[src/rtl/fsk_pkg.sv]
package fsk_pkg;
  typedef enum logic [1:0] {
    ST_IDLE  = 2'd0,
    ST_ARMED = 2'd1,
    ST_COUNT = 2'd2,
    ST_DONE  = 2'd3
  } fsk_state_e;
endpackage

[src/rtl/fsk_sync.sv]
// Two-flop synchronizer plus history flop; reports a falling level.
module fsk_sync #(
  parameter bit ON_FALL = 1'b0
) (
  input  logic clk,
  input  logic rst_n,
  input  logic d_i,
  output logic fall_o
);
  logic [2:0] sh_q, sh_d;

  always_comb begin
    sh_d = {sh_q[1:0], d_i};
  end

  generate
    if (ON_FALL) begin : g_neg
      always_ff @(negedge clk or negedge rst_n) begin
        if (!rst_n) sh_q <= '0;
        else        sh_q <= sh_d;
      end
    end else begin : g_pos
      always_ff @(posedge clk or negedge rst_n) begin
        if (!rst_n) sh_q <= '0;
        else        sh_q <= sh_d;
      end
    end
  endgenerate

  assign fall_o = sh_q[2] & ~sh_q[1];
endmodule

[src/rtl/fsk_core.sv]
module fsk_core
  import fsk_pkg::*;
#(
  parameter int CNT_W = 9
) (
  input  logic             clk,
  input  logic             rst_n,
  input  logic             start_i,
  input  logic             ref_i,
  input  logic             pos_fall_i,
  input  logic             neg_fall_i,
  output logic             done_o,
  output logic             phase_o,
  output logic [CNT_W-1:0] cnt_o
);
  localparam logic [CNT_W-1:0] CNT_MAX = '1;

  fsk_state_e       state_q, state_d;
  logic [CNT_W-1:0] cnt_q, cnt_d;
  logic             phase_q, phase_d;
  logic             start_q;
  logic             start_rise, start_drop;

  assign start_rise = start_i & ~start_q;
  assign start_drop = ~start_i & start_q;

  always_comb begin
    state_d = state_q;
    cnt_d   = cnt_q;
    phase_d = phase_q;
    if (start_drop) begin
      state_d = ST_IDLE;
      cnt_d   = '0;
      phase_d = 1'b0;
    end else if (start_rise) begin
      state_d = ST_ARMED;
      cnt_d   = '0;
      phase_d = 1'b0;
    end else begin
      case (state_q)
        ST_ARMED: begin
          if (ref_i) begin
            state_d = ST_COUNT;
            cnt_d   = '0;
          end
        end
        ST_COUNT: begin
          if (pos_fall_i) begin
            state_d = ST_DONE;
            phase_d = 1'b1;
          end else if (neg_fall_i) begin
            state_d = ST_DONE;
            phase_d = 1'b0;
          end else if (cnt_q == CNT_MAX) begin
            state_d = ST_DONE;
            phase_d = 1'b0;
          end else begin
            cnt_d = cnt_q + 1'b1;
          end
        end
        default: ;
      endcase
    end
  end

  always_ff @(posedge clk or negedge rst_n) begin
    if (!rst_n) begin
      state_q <= ST_IDLE;
      cnt_q   <= '0;
      phase_q <= 1'b0;
      start_q <= 1'b0;
    end else begin
      state_q <= state_d;
      cnt_q   <= cnt_d;
      phase_q <= phase_d;
      start_q <= start_i;
    end
  end

  assign done_o  = (state_q == ST_DONE);
  assign phase_o = phase_q;
  assign cnt_o   = cnt_q;

  a_r8_clear_on_drop: assert property (@(posedge clk) disable iff (!rst_n)
    (start_q && !start_i) |=> (!done_o && !phase_o && cnt_o == '0));

  a_r6_result_frozen: assert property (@(posedge clk) disable iff (!rst_n)
    (done_o && start_q && start_i) |=> (done_o && $stable(cnt_o) && $stable(phase_o)));

  a_r7_saturate: assert property (@(posedge clk) disable iff (!rst_n)
    (state_q == ST_COUNT && cnt_q == CNT_MAX && start_q && start_i)
      |=> (done_o && cnt_o == CNT_MAX));

  a_r4_done_after_count: assert property (@(posedge clk) disable iff (!rst_n)
    $rose(done_o) |-> ($past(state_q) == ST_COUNT));
endmodule

[src/rtl/frame_skew_meter.sv]
module frame_skew_meter
  import fsk_pkg::*;
#(
  parameter int N_IN     = 32,
  parameter int CNT_W    = 9,
  parameter int ADDR_W   = 4,
  parameter int REG_ADDR = 1
) (
  input  logic                                  clk,
  input  logic                                  rst_n,
  input  logic                                  frame_ref_i,
  input  logic [N_IN-1:0]                       eval_i,
  input  logic                                  start_i,
  input  logic [ADDR_W-1:0]                     reg_addr_i,
  input  logic                                  reg_wr_i,
  input  logic [$clog2(N_IN)+CNT_W+1:0]         reg_wdata_i,
  output logic [$clog2(N_IN)+CNT_W+1:0]         reg_rdata_o
);
  localparam int SEL_W  = $clog2(N_IN);
  localparam int DATA_W = SEL_W + CNT_W + 2;

  logic              rs1_q, rs2_q;
  logic              rst_sync_n;
  logic [SEL_W-1:0]  sel_q, sel_d;
  logic              wr_hit, rd_hit;
  logic              eval_sel;
  logic              pos_fall, neg_fall;
  logic              done, phase;
  logic [CNT_W-1:0]  cnt;
  logic [DATA_W-SEL_W-1:0] unused_wdata;

  always_ff @(posedge clk or negedge rst_n) begin
    if (!rst_n) begin
      rs1_q <= 1'b0;
      rs2_q <= 1'b0;
    end else begin
      rs1_q <= 1'b1;
      rs2_q <= rs1_q;
    end
  end
  assign rst_sync_n = rs2_q;

  assign wr_hit = reg_wr_i && (reg_addr_i == ADDR_W'(REG_ADDR));
  assign rd_hit = (reg_addr_i == ADDR_W'(REG_ADDR));
  assign unused_wdata = reg_wdata_i[DATA_W-SEL_W-1:0];

  always_comb begin
    sel_d = sel_q;
    if (wr_hit) sel_d = reg_wdata_i[DATA_W-1 -: SEL_W];
  end

  always_ff @(posedge clk or negedge rst_sync_n) begin
    if (!rst_sync_n) sel_q <= '0;
    else             sel_q <= sel_d;
  end

  assign eval_sel = eval_i[sel_q];

  fsk_sync #(.ON_FALL(1'b0)) u_sync_rise (
    .clk(clk), .rst_n(rst_sync_n), .d_i(eval_sel), .fall_o(pos_fall));

  fsk_sync #(.ON_FALL(1'b1)) u_sync_fall (
    .clk(clk), .rst_n(rst_sync_n), .d_i(eval_sel), .fall_o(neg_fall));

  fsk_core #(.CNT_W(CNT_W)) u_core (
    .clk(clk), .rst_n(rst_sync_n), .start_i(start_i), .ref_i(frame_ref_i),
    .pos_fall_i(pos_fall), .neg_fall_i(neg_fall),
    .done_o(done), .phase_o(phase), .cnt_o(cnt));

  assign reg_rdata_o = rd_hit ? {sel_q, done, phase, cnt} : '0;

  a_r3_select_load: assert property (@(posedge clk) disable iff (!rst_sync_n)
    wr_hit |=> (sel_q == $past(reg_wdata_i[DATA_W-1 -: SEL_W])));

  a_r3_select_hold: assert property (@(posedge clk) disable iff (!rst_sync_n)
    !wr_hit |=> $stable(sel_q));
endmodule

[config.mk]
export PLATFORM = sky130hd
export DESIGN_NAME = frame_skew_meter
export DESIGN_NICKNAME = d
export VERILOG_FILES = /design/src/rtl/fsk_pkg.sv /design/src/rtl/fsk_sync.sv /design/src/rtl/fsk_core.sv /design/src/rtl/frame_skew_meter.sv
export SDC_FILE = /design/constraint.sdc
export NUM_CORES = 1
export LEC_CHECK = 0
export BUFFER_PORTS_ARGS = -buffer_cell sky130_fd_sc_hd__buf_2
export CAP_MARGIN = 20
export CORE_MARGIN = 2
export CORE_UTILIZATION = 52
export DETAILED_ROUTE_END_ITERATION = 8
export PLACE_DENSITY = 0.91
export SLEW_MARGIN = 20
export SYNTH_ARGS = -nofsm -noshare
export SYNTH_HDL_FRONTEND = slang
export SYNTH_HIERARCHICAL = 1
export SYNTH_SLANG_ARGS = --single-unit
[constraint.sdc]
create_clock -name clk -period 2.8 [get_ports clk]
set_input_delay 0.7 -clock clk [delete_from_list [all_inputs] [get_ports clk]]
set_output_delay 0.7 -clock clk [all_outputs]
set_load 0.005 [all_outputs]
==> impl_metrics.yaml <==
synth:
  async_flop_share_pct: 100
  synth_edf_count: 0
  yosys.area.top_type_share_pct: 32.9
  syn_nets: 233
  ys.flop_type: "dfrtp_1"
  ys_top_cells_by_area: "dfrtp_1 (33%), mux2i_1 (13%), and2_1 (5.7%)"
  yosys-top-cells-count: "dfrtp_1 (23), mux2i_1 (22), nand2_1 (18)"
  synth.most_common_cell: "dfrtp_1"
  yosysSeqAreaShare_pct: 37.2
  netlist_area_mm2: 0.00175
  yosys_warnings: 6
  ys_ff_latch: 26
  synth_area_leader_cell: "dfrtp_1"
  syn_inst: 169
  syn_area_per_cell_um2: 10.3
  yosysUniqueCellTypes: 44
sta:
  finalClockSkew_ps: 30.0
  tightest_slew_ps: 691
  setup_viol: 10
  hold_viol: 0
  slew_viol_final: 0
  slew_headroom_pct: 53.9
  rsz0062_at_grt: "true"
  finalWorstSetupSlack_ps: -203
setup_path:
  r2r_cells: 6
  path_max_fanout: 6
  crit_path_top_delay_cell: "dfrtp_2"
  path_depth: 6
  reg2reg_slack_ps: -200
  cp-end-kind: "flip-flop"
  path_cells: "clkbuf_16 > mux2i_1 > a22oi_1 > nand3_1 > nand2_1 > a311o_1"
  cp_num_buf_inv: 1
  cp_top_family: "flip-flops"
  required_ps: 1570
  timing.rr.start: "sel_q[0]"
  path_class: "reg -> reg"
  slowest_delay_ps: 460
  arrival_ps: 1780
  startpoint_type: "flip-flop"
  r2r_end: "u_sync_fall/sh_q[0]"
finish:
  final_nets: 314
  n_fill_cell: 217
  synthToLayoutAreaGrowth_pct: 39.0
  register_area_um2: 652
  antenna_cells: 0
  drive_gt1_share_pct: 45.8
  fin_cells: 295
  multi_input_area_mm2: 0.00114
  utilization_pct: 74.0
cts:
  cts_max_level: 1
  root_buffer: "clkbuf_4"
  cts_max_path_buffers: 2
  cts_buffers: 3
  clkTransAtPathRegs_ps: 160
  clkSinkCount: 26
  cts_tree: "built"
  clock_latency_ps: 340
route:
  drt_iter0_markers: 41
  ant_nets: 0
  dr.pass1.iters: 4
  wl_per_cell_um: 14.5
  avgViaCountPerCell: 5.33
  num_vias: 1572
  drc: 0
  totalWireLength_mm: 4.26
place:
  globalplace.congestion: 0.807
  pre_cts_ws_ps: -279
  dpl.cell_count: 286
  hpwl_mm: 2.98
  port_buffers: 61
status:
  violations: "negative setup slack"
  status: "complete, but fails checks"
global_routing:
  grt_use_total_pct: 21.5
  grt_pass1_wl_mm: 6.04
  grt_max_degree: 16
  grt_antenna_before_repair: 0
  grt_pass1_vias: 1419
  overflow: 0
power:
  vdd_drop_max_mv: 0.554
  p_leak_nw: 1.20
  p_per_area_mw_per_mm2: 682
floorplanning:
  die_area_mm2: 0.00384
  initial_core_util_pct: 53.2
  core-area_mm2: 0.00328
  core.rowCount: 21
  die_w_um: 62.0
  die_y_um: 62.0
  ios: 73
flow_run:
  cap_violations: 0
worst_hold_path:
  min_path_type: "in -> async"
cells by family (layout without fill, tap and decap cells):
family,after synthesis,count (layout),share of synthesized area (%)
simple gates,67,67,23.6
mux,31,31,18.4
flops,26,26,37.2
compound gates,24,24,10.7
buf+inv,13,93,4.80
fa+ha+maj,7,7,5.01
other cells,1,1,0.215
repair_timing:
item | 4_1_cts | 5_1_grt
gates resized for setup | 7 | 15
endpoints found under the setup margin | 11 | 12
pin swaps | 6 | 8
setup buffers | 2 | 2
hold buffers | 0 | 0
cloned | 0 | 1
power by group:
part / switching (W) / internal, W
clock network: 0.000116 / 0.000145
registers: 0.0000855 / 0.000469
logic: 0.000427 / 0.000412
total: 0.000629 / 0.00103
per-stage QoR:
| stage | hold slack (ps) | total power (W) | TNS (ps) | instance area, um^2 |
|---|---|---|---|---|
| global route | 118 | 0.00175 | -2200 | 2430 |
| finish | 141 | 0.00166 | -1380 | 2430 |
| floorplan | 292 | 0.00103 | -308 | 1770 |
| global placement | 228 | 0.00117 | -1360 | 2210 |
| detailed placement | 223 | 0.00120 | -1600 | 2210 |
| CTS | 134 | 0.00153 | -1470 | 2300 |
placed cells by master (no fill, tap or decap), types with 3 or more instances in the layout:
| cell type | netlist | final |
|---|---|---|
| buf_2 | 0 | 61 |
| dfrtp_1 | 23 | 22 |
| mux2i_1 | 22 | 20 |
| nand2_1 | 18 | 18 |
| buf_4 | 1 | 17 |
| and2_1 | 16 | 16 |
| inv_1 | 7 | 7 |
| ha_1 | 7 | 7 |
| nand3_1 | 6 | 6 |
| nand2b_1 | 6 | 6 |
| mux2_2 | 5 | 5 |
| a22oi_1 | 4 | 4 |
| a21oi_1 | 5 | 3 |
| clkbuf_4 | 0 | 3 |
| dfrtn_1 | 3 | 3 |
worst register-to-register path, stage by stage (launching register included):
cell and delay [ps]:
dfrtp_2 460, clkbuf_16 170, mux2i_1 200, a22oi_1 100, nand3_1 100, nand2_1 60
a311o_1 350
sequential cells by signal (all words and copies together), names as in the netlist:
name / cells
rs2_q: 1
u_core/cnt_o: 9
rs1_q: 1
u_sync_fall/sh_q: 3
u_core/phase_o: 1
u_core/start_q: 1
u_core/state_q: 2
sel_q: 5
u_sync_rise/sh_q: 3
per-layer routing:
metal	share of wire, %	up-vias	routed length [um]	track usage, %
li1	-	765	-	-
met2	51	48	2170	37.5
met1	43	753	1850	26.8
met4	1.3	0	55	5.17
met3	4.4	6	187	4.97
met5	0	-	0	0
how the worst max path moves through the flow:
stage | slack, ps | startpoint | to
6_report | -200 | sel_q[0] | u_sync_fall/sh_q[0]
5_1_grt | -260 | sel_q[0] | u_sync_fall/sh_q[0]
4_1_cts | -210 | u_sync_fall/sh_q[2] | u_core/cnt_o[1]
3_5_place_dp | -280 | eval_i[25] | u_sync_fall/sh_q[0]
3_3_place_gp | -270 | eval_i[25] | u_sync_fall/sh_q[0]
2_1_floorplan | -110 | eval_i[11] | u_sync_fall/sh_q[0]
cell type report:
| cell class | instances | area share, % |
|---|---|---|
| clock inverter | 1 | 1.24 |
| tap | 46 | 2.37 |
| inverter | 7 | 1.08 |
| sequential | 26 | 26.8 |
| timing repair buffer | 82 | 20.6 |
| clock buffer | 3 | 0.927 |
| multi-input combinational | 130 | 47.0 |
(Power assumes the default switching activity.)
